===== src/rtl/i2c_tgt_pkg.sv =====
package i2c_tgt_pkg;

    typedef enum logic [2:0] {
        ST_IDLE,
        ST_ADDR1,
        ST_ADDR2,
        ST_RX,
        ST_TX
    } tgt_state_e;

    // fixed high part of a 10-bit address header byte
    localparam logic [4:0] HDR10 = 5'b11110;

endpackage


===== src/rtl/i2c_tgt_sync.sv =====
module i2c_tgt_sync #(
    parameter int WIDTH  = 2,
    parameter int STAGES = 2
) (
    input  logic             clk,
    input  logic             rst_n,
    input  logic [WIDTH-1:0] d,
    output logic [WIDTH-1:0] q
);
    logic [WIDTH-1:0] stg_q [STAGES];

    generate
        for (genvar s = 0; s < STAGES; s++) begin : g_stage
            always_ff @(posedge clk or negedge rst_n) begin
                if (!rst_n) begin
                    stg_q[s] <= '1;
                end else if (s == 0) begin
                    stg_q[s] <= d;
                end else begin
                    stg_q[s] <= stg_q[(s == 0) ? 0 : s-1];
                end
            end
        end
    endgenerate

    assign q = stg_q[STAGES-1];
endmodule


===== src/rtl/i2c_tgt_cond.sv =====
module i2c_tgt_cond (
    input  logic clk,
    input  logic rst_n,
    input  logic scl_s,
    input  logic sda_s,
    output logic scl_rise,
    output logic scl_fall,
    output logic start_det,
    output logic stop_det
);
    logic scl_q, sda_q;

    always_ff @(posedge clk or negedge rst_n) begin
        if (!rst_n) begin
            scl_q <= 1'b1;
            sda_q <= 1'b1;
        end else begin
            scl_q <= scl_s;
            sda_q <= sda_s;
        end
    end

    assign scl_rise  = scl_s & ~scl_q;
    assign scl_fall  = ~scl_s & scl_q;
    assign start_det = scl_s & scl_q & sda_q & ~sda_s;
    assign stop_det  = scl_s & scl_q & ~sda_q & sda_s;
endmodule


===== src/rtl/i2c_tgt_addr_match.sv =====
module i2c_tgt_addr_match
    import i2c_tgt_pkg::*;
#(
    parameter int ADDR_W = 10,
    parameter int DATA_W = 8
) (
    input  logic [DATA_W-1:0] byte_i,
    input  logic [ADDR_W-1:0] own_addr,
    input  logic              ten_en,
    input  logic              ten_hit,
    output logic              hit7,
    output logic              hdr_wr,
    output logic              hdr_rd,
    output logic              low_hit
);
    localparam int HI_W = ADDR_W - DATA_W;

    logic hdr_ok;

    always_comb begin
        hit7    = !ten_en && (byte_i[DATA_W-1:1] == own_addr[DATA_W-2:0]);
        hdr_ok  = ten_en && (byte_i[DATA_W-1 -: 5] == HDR10)
                         && (byte_i[HI_W:1] == own_addr[ADDR_W-1 -: HI_W]);
        hdr_wr  = hdr_ok && !byte_i[0];
        hdr_rd  = hdr_ok && byte_i[0] && ten_hit;
        low_hit = ten_en && (byte_i == own_addr[DATA_W-1:0]);
    end
endmodule


===== src/rtl/i2c_tgt_core.sv =====
module i2c_tgt_core
    import i2c_tgt_pkg::*;
#(
    parameter int ADDR_W      = 10,
    parameter int DATA_W      = 8,
    parameter int SYNC_STAGES = 2
) (
    input  logic              clk,
    input  logic              rst_n,
    input  logic              scl_i,
    input  logic              sda_i,
    output logic              scl_oe,
    output logic              sda_oe,
    input  logic [ADDR_W-1:0] own_addr,
    input  logic              ten_bit_en,
    input  logic [DATA_W-1:0] tx_byte,
    input  logic              scl_rel,
    input  logic              rx_rd,
    output logic [DATA_W-1:0] rx_data,
    output logic              rx_irq,
    output logic              rx_full,
    output logic              rx_ovf,
    output logic              addr10_hit,
    output logic              tx_mode
);
    localparam int CNT_W = $clog2(DATA_W + 1);
    localparam logic [CNT_W-1:0] CNT_LAST = CNT_W'(DATA_W - 1);
    localparam logic [CNT_W-1:0] CNT_FULL = CNT_W'(DATA_W);

    typedef struct packed {
        tgt_state_e        state;
        logic [CNT_W-1:0]  bitcnt;
        logic [DATA_W-2:0] sr;
        logic [DATA_W-2:0] txsr;
        logic [DATA_W-1:0] rx_buf;
        logic              in_ack;
        logic              ack;
        logic              data;
        logic              ten_hit;
        logic              addr10;
        logic              rx_full;
        logic              ovf;
        logic              irq;
        logic              sda_oe;
        logic              scl_oe;
    } core_t;

    core_t core_d, core_q;

    logic [1:0] sync_s;
    logic scl_s, sda_s;
    logic scl_rise, scl_fall, start_det, stop_det;
    logic [DATA_W-1:0] new_byte;
    logic hit7, hdr_wr, hdr_rd, low_hit;

    i2c_tgt_sync #(.WIDTH(2), .STAGES(SYNC_STAGES)) sync_i (
        .clk(clk), .rst_n(rst_n), .d({scl_i, sda_i}), .q(sync_s)
    );
    assign scl_s = sync_s[1];
    assign sda_s = sync_s[0];

    i2c_tgt_cond cond_i (
        .clk(clk), .rst_n(rst_n), .scl_s(scl_s), .sda_s(sda_s),
        .scl_rise(scl_rise), .scl_fall(scl_fall),
        .start_det(start_det), .stop_det(stop_det)
    );

    assign new_byte = {core_q.sr, sda_s};

    i2c_tgt_addr_match #(.ADDR_W(ADDR_W), .DATA_W(DATA_W)) match_i (
        .byte_i(new_byte), .own_addr(own_addr), .ten_en(ten_bit_en),
        .ten_hit(core_q.ten_hit), .hit7(hit7), .hdr_wr(hdr_wr),
        .hdr_rd(hdr_rd), .low_hit(low_hit)
    );

    always_comb begin
        core_d     = core_q;
        core_d.irq = 1'b0;
        if (rx_rd) core_d.rx_full = 1'b0;

        if (start_det) begin
            core_d.state  = ST_ADDR1;
            core_d.bitcnt = '0;
            core_d.in_ack = 1'b0;
            core_d.ack    = 1'b0;
            core_d.data   = 1'b0;
            core_d.sda_oe = 1'b0;
            core_d.scl_oe = 1'b0;
        end else if (stop_det) begin
            core_d.state   = ST_IDLE;
            core_d.in_ack  = 1'b0;
            core_d.sda_oe  = 1'b0;
            core_d.scl_oe  = 1'b0;
            core_d.ten_hit = 1'b0;
            core_d.addr10  = 1'b0;
        end else if (core_q.scl_oe) begin
            // stretched: wait for the host
            if (scl_rel) begin
                core_d.scl_oe = 1'b0;
                if (core_q.state == ST_TX) begin
                    core_d.txsr   = tx_byte[DATA_W-2:0];
                    core_d.sda_oe = !tx_byte[DATA_W-1];
                end
            end
        end else if (core_q.state != ST_IDLE) begin
            if (scl_rise) begin
                if (!core_q.in_ack && core_q.bitcnt < CNT_FULL) begin
                    core_d.sr     = new_byte[DATA_W-2:0];
                    core_d.bitcnt = core_q.bitcnt + 1'b1;
                    if (core_q.bitcnt == CNT_LAST) begin
                        core_d.ack  = 1'b1;
                        core_d.data = 1'b0;
                        case (core_q.state)
                            ST_ADDR1: begin
                                if (hit7)        core_d.state = new_byte[0] ? ST_TX : ST_RX;
                                else if (hdr_wr) core_d.state = ST_ADDR2;
                                else if (hdr_rd) core_d.state = ST_TX;
                                else begin
                                    core_d.state = ST_IDLE;
                                    core_d.ack   = 1'b0;
                                end
                            end
                            ST_ADDR2: begin
                                if (low_hit) begin
                                    core_d.state   = ST_RX;
                                    core_d.ten_hit = 1'b1;
                                    core_d.addr10  = 1'b1;
                                end else begin
                                    core_d.state = ST_IDLE;
                                    core_d.ack   = 1'b0;
                                end
                            end
                            ST_RX: begin
                                core_d.data = 1'b1;
                                if (core_q.rx_full && !rx_rd) begin
                                    core_d.ovf = 1'b1;
                                end else begin
                                    core_d.rx_buf  = new_byte;
                                    core_d.rx_full = 1'b1;
                                    core_d.irq     = 1'b1;
                                end
                            end
                            ST_TX:   core_d.ack = 1'b0;
                            default: core_d.ack = 1'b0;
                        endcase
                    end
                end else if (core_q.in_ack && core_q.state == ST_TX && sda_s) begin
                    // controller NACK ends the read
                    core_d.state  = ST_IDLE;
                    core_d.in_ack = 1'b0;
                end
            end else if (scl_fall) begin
                if (core_q.in_ack) begin
                    core_d.in_ack = 1'b0;
                    core_d.sda_oe = 1'b0;
                    core_d.bitcnt = '0;
                    if (core_q.state == ST_TX || core_q.data) core_d.scl_oe = 1'b1;
                end else if (core_q.bitcnt == CNT_FULL) begin
                    core_d.in_ack = 1'b1;
                    core_d.sda_oe = core_q.ack;
                end else if (core_q.state == ST_TX && core_q.bitcnt != '0) begin
                    core_d.sda_oe = !core_q.txsr[DATA_W-2];
                    core_d.txsr   = core_q.txsr << 1;
                end
            end
        end
    end

    always_ff @(posedge clk or negedge rst_n) begin
        if (!rst_n) core_q <= '0;
        else        core_q <= core_d;
    end

    assign scl_oe     = core_q.scl_oe;
    assign sda_oe     = core_q.sda_oe;
    assign rx_data    = core_q.rx_buf;
    assign rx_irq     = core_q.irq;
    assign rx_full    = core_q.rx_full;
    assign rx_ovf     = core_q.ovf;
    assign addr10_hit = core_q.addr10;
    assign tx_mode    = (core_q.state == ST_TX);
endmodule


===== config.mk =====
export PLATFORM = sky130hd
export DESIGN_NAME = i2c_tgt_core
export DESIGN_NICKNAME = d
export VERILOG_FILES = /design/src/rtl/i2c_tgt_pkg.sv /design/src/rtl/i2c_tgt_sync.sv /design/src/rtl/i2c_tgt_cond.sv /design/src/rtl/i2c_tgt_addr_match.sv /design/src/rtl/i2c_tgt_core.sv
export SDC_FILE = /design/constraint.sdc
export NUM_CORES = 1
export LEC_CHECK = 0
export BUFFER_PORTS_ARGS = -buffer_cell sky130_fd_sc_hd__buf_2
export CAP_MARGIN = 20
export CORE_MARGIN = 1
export CORE_UTILIZATION = 34
export CTS_CLUSTER_SIZE = 10
export DETAILED_ROUTE_END_ITERATION = 16
export PLACE_DENSITY_LB_ADDON = 0.1
export SYNTH_ARGS = -nofsm -noshare
export SYNTH_HDL_FRONTEND = slang
export SYNTH_HIERARCHICAL = 1
export SYNTH_SLANG_ARGS = --single-unit

===== constraint.sdc =====
create_clock -name clk -period 3 [get_ports clk]
set_clock_uncertainty 0.1 [all_clocks]
set_input_delay 0.45 -clock clk [delete_from_list [all_inputs] [get_ports clk]]
set_output_delay 0.45 -clock clk [all_outputs]
set_load 0.01 [all_outputs]

==> results of run 1 <==
-- final timing paths --
kind,cells past startpoint,startpoint,to,slack (ps)
setup / recovery,5,sync_i/q[1],core_q[34],350
hold / removal,1,sda_i,sync_i/stg_q[2],140
setup reg to reg,5,sync_i/q[1],core_q[34],350
hold reg to reg,0,sync_i/stg_q[2],sync_i/q[0],260
max in group asynchronous,3,rst_n,cond_i/scl_q,1760
min in group asynchronous,2,rst_n,core_q[32],490
-- cell usage after synthesis (all sizes together), types with 3 or more instances --
master,number
a21oi,6
a22o,5
buf,14
clkbuf,5
dfrtp,38
dfstp,6
inv,7
mux2,23
mux2i,4
nand2,7
nand2b,3
nand3,5
nand3b,3
nand4,4
nor2,7
nor2b,8
nor3,6
nor4,5
o21ai,5
o41ai,3
or2,3
or3,3
or3b,3
xnor2,15
xor2,3
-- metal layers --
metal	GRT usage	part of all wire
met1	0.243	0.51
met2	0.226	0.45
met3	0.0339	0.034
met4	0.0492	0.011
met5	0	0
-- flip-flops by register name (all words and copies together) (netlist names) --
name,cells
core_q,25
rx_data,8
sync_i/q,2
sync_i/stg_q,2
cond_i/scl_q,1
cond_i/sda_q,1
rx_full,1
rx_irq,1
rx_ovf,1
scl_oe,1
sda_oe,1
-- metrics by stage --
step                hold WS (ps)   util  cell area (sq um)
CTS                          132  0.410               2850
detailed placement           247  0.393               2730
global route                 122  0.415               2880
global placement             246  0.393               2730
floorplan                   54.4      -               2500
finish                       139  0.415               2880
-- placed cells by master, fill, tap and decap left out, types with 3 or more instances in the layout --
master    netlist  routed
or3_1           3       3
nand4_1         4       4
nor2_1          7       7
buf_2           0      39
nand3b_1        3       3
dfstp_2         6       6
dfrtp_1        38      38
mux2_2         23      23
nor4_1          5       5
or2_2           3       3
nor3_1          5       5
a22o_1          5       5
nand3_1         5       5
xnor2_1        15      15
a21oi_1         6       6
mux2i_1         4       4
o41ai_1         3       3
o21ai_0         5       5
inv_1           7       7
clkbuf_8        0       6
nor2b_1         8       8
xor2_1          3       3
nand2_1         7       7
buf_4          11       6
nand2b_1        3       3
-- kinds of logic after synthesis --
group           count (synthesis)  share of synthesized area
simple gates                   69                      0.172
flops                          44                      0.443
compound gates                 42                      0.127
buf+inv                        27                     0.0660
mux                            27                      0.120
xor+xnor                       18                     0.0630
fa+ha+maj                       2                     0.0100
-- area by class of cell --
type	instances	area, sq um	share of cell area
flip-flops and latches	44	1110	0.385
inverters	8	30.0	0.0104
multi-input cells	158	1230	0.427
clock inverters	2	38.8	0.0135
repair buffers	47	270	0.0939
clock buffers	6	82.6	0.0287
well taps	96	120	0.0417
-- power breakdown --
group | leakage, uW | total [uW] | switching, uW | internal (uW)
Clock | 0.0000614 | 481 | 209 | 272
Combinational | 0.000663 | 350 | 165 | 186
Sequential | 0.000581 | 776 | 108 | 668
==> metrics, run 1 <==
synth top area cells dfrtp_1 38%, mux2_2 10%, dfstp_2 6.3%; nature of the critical path endpoint flip-flop; num rows 30; Hold Vio Cnt, Final 0; H-tree depth 2; initial core utilization 0.360; global placement routability congestion 0.831; # IOs 40; TNS Setup 0 ps; overall power roughly 1600 uW; max_cap viols 0; Post-CTS Hold Buffers 0; CTS Sinks 44; worst slew pin tran ~790 ps; pwr dens 559 nW/um^2; TritonCTS clock tree done; number of detailed-route iterations in the first pass 4; total grt overflow 0; clk_lat worst skew 300 ps; Non-Filler Instances 361; placed insts approximately 350; flops & latches, synth 44; Fill cells around 700; initial antenna violation count 0; Ant. Diodes 0; Final min period 2650 ps; Required @ worst endpoint a little over 3000 ps; CP delay by family, top simple AND/OR/NAND/NOR gates; Wirelength per Cell around 15 microns; largest net degree at the start of global routing 45; Buf+Inv Stages, Crit Path 0; post-route ant nets 0; final setup fails 0; final critical-path share of the clock period 0.884; via count between 1500 and 2000; gr usage total 0.160; fin. max-slew vios 0; CP Cell Sequence nor2b_1 > or3b_2 > a2111oi_0 > or2_2 > o22ai_1; leading area contributor after synthesis dfrtp_1; distinct cell type count after synthesis 53; Die W approximately 90 microns; Max VDD drop between 0.0002 and 0.00025 V; Max Freq 0.377 GHz; first-pass GRT wire length between 9 and 10 mm; die area just under 8000 sq um; CTS clock-pin slew for the worst setup and hold paths roughly 90 ps; leakage power about 0.0013 uW; Rel. slew slack 0.457; Synth Area per Inst approximately 11 sq um; CP max stage delay 750 ps; Clock Path Buffers 2; nets 291; status finished, final reports clean; WP data arrival approximately 2700 ps; net count after synthesis around 260; cell count after synthesis approximately 230; DP Wirelength about 4 mm; crit start category flip-flop; hold crit path type primary input to flip-flop; Setup Buffers After CTS 0; I/O Buffers 39; sequential-to-total area share from yosys stat 0.443; vias in the first global route about 1800; chip height about 90 microns; crit path kind flip-flop to flip-flop; clk root buf clkbuf_8; YS warnings 6; slowest stage cell, crit path a2111oi_0; final wirelength ~5.5 mm; fraction of registers with async set or reset after synthesis 1.00; CORE AREA a little under 7000 sq um; post-place setup slack 396 ps; RSZ-0062 raised after global routing false; final setup margin 348 ps; Mapped Area approximately 2500 sq um; Most used DFF post-synth dfrtp_1; share of cells above drive strength 1 0.351; Avg Vias per Cell between 5 and 6; Residual DRC 0; TritonCTS Buffers 5; critical path peak fanout 5; count of flip-flops with a built-in enable after synthesis 0; synthesis-to-layout area growth 15.0%; top cell type's share of synthesized area 0.380; number of DRC markers in iteration 0 roughly 160; post_cts resized 0
Note: power is estimated with default switching activity, not from simulation.
==> run 2: changes to the inputs <==
Settings changed: CORE_UTILIZATION 34 to 45, CTS_BUF_LIST set to sky130_fd_sc_hd__clkbuf_4, REMOVE_ABC_BUFFERS set to 1.
==> metrics, run 2 (synthesized netlist as in run 1, its figures left out) <==
global placement routability congestion about 0.84; CTS Sinks 44; Seq pwr share 0.518; combinational power share 0.231; Final min period ~2500 ps; max FFs per register 25; largest net degree at the start of global routing 45; # IOs 40; first-pass GRT wire length between 8 and 9 mm; gr usage total 0.190; nets a little under 300; share of cells above drive strength 1 0.351; initial core utilization 0.478; pwr dens 535 nW/um^2; Rel. slew slack 0.505; num rows 26; vias in the first global route between 1500 and 2000; max_cap viols 0; Clk pwr share 0.252; TritonCTS Buffers 5; final wirelength around 5.1 mm; clk_lat worst skew 360 ps; I/O Buffers 39; Avg Vias per Cell between 5 and 6; worst slew pin tran 723 ps; clk root buf clkbuf_4; CTS clock-pin slew for the worst setup and hold paths about 140 ps; TNS Setup 0 ps; Max Freq ~0.40 GHz; number of DRC markers in iteration 0 88; overall power 1500 uW; highest-count cells in the layout ignoring fill and taps 39 x buf_2, 38 x dfrtp_1, 23 x mux2_2; die area between 5000 and 6000 sq um; Residual DRC 0; number of detailed-route iterations in the first pass 4; nature of the critical path endpoint flip-flop; fin. max-slew vios 0; Int Pwr 1030 uW; status finished, final reports clean; crit path kind flip-flop to flip-flop; leakage power about 0.0013 uW; Ant. Diodes 0; crit start category flip-flop; critical path peak fanout 13; worst hold slack a little over 70 ps; chip height about 77 microns; TritonCTS clock tree done; post-route ant nets 0; Psw 473 uW; Clock Path Buffers 2; H-tree depth 2; WP data arrival 2690 ps; hold crit path type primary input to flip-flop; synthesis-to-layout area growth 12.2%; Required @ worst endpoint roughly 3200 ps; Max VDD drop 0.000326 V; net switching fraction of the power 0.315; register with the most flip-flops core_q; Die W roughly 77 microns; initial antenna violation count 0; total grt overflow 0; Wirelength per Cell 15.2 microns; RSZ-0062 raised after global routing false; final critical-path share of the clock period 0.843; Hold Vio Cnt, Final 0; DP Wirelength 3.69 mm; CORE AREA between 5000 and 6000 sq um; commonest non-fill, non-tap cell in the layout buf_2; final setup fails 0; via count between 1500 and 2000
==> run 2: worst paths after layout <==
check,start,endpoint,slack (ps),cells past startpoint
hold / removal,sda_i,sync_i/stg_q[2],70,1
setup reg to reg,sync_i/q[0],rx_data[2],470,4
setup / recovery,sync_i/q[0],rx_data[2],470,4
hold reg to reg,sync_i/stg_q[2],sync_i/q[0],270,0
max in group asynchronous,rst_n,sync_i/q[1],2000,3
min in group asynchronous,rst_n,core_q[33],310,2
==> run 2: area by class of cell <==
| class | count | area (sq um) |
|---|---|---|
| Clock inverter | 3 | 46.3 |
| Multi-Input combinational cell | 158 | 1230 |
| Tap cell | 70 | 87.6 |
| Fill cell | 502 | 2430 |
| Clock buffer | 5 | 37.5 |
| Inverter | 8 | 30.0 |
| Sequential cell | 44 | 1110 |
| Timing Repair Buffer | 47 | 270 |
==> run 2: metrics by stage <==
step	std cells	setup slack, ps	util	cell area (sq um)
finish	335	472	0.536	2810
detailed placement	325	479	0.515	2700
global route	335	331	0.536	2810
global placement	325	537	0.515	2700
CTS	333	445	0.531	2780
floorplan	210	459	-	2370
==> run 2: per-layer routing <==
metal,part of all wire,track usage,up-vias
met5,0,0,-
met4,0.010,0.0519,0
met3,0.044,0.0407,5
met2,0.46,0.293,49
met1,0.48,0.269,875
li1,-,-,910
==> run 2: power by group through the flow <==
stage          logic, uW  registers [uW]  clock network [uW]
3_5_place_dp         345             789                   0
2_1_floorplan        260             758                   0
4_1_cts              346             778                 394
6_report             347             778                 378
5_1_grt              389             796                 413
3_3_place_gp         341             791                   0
==> run 2: what timing repair did <==
| item | CTS | global route |
|---|---|---|
| endpoints found under the setup margin | 0 | 0 |
| buffers inserted | 0 | 0 |
| hold buffers | 0 | 1 |
| hold endpoints to repair | 0 | 11 |
| resized for setup | 0 | 0 |
==> run 2: worst max-delay path: stages (launching register included) <==
cell and delay [ps]:
dfstp_2 700, and4b_1 350, or3_1 480, nor3_4 400, mux2_2 390
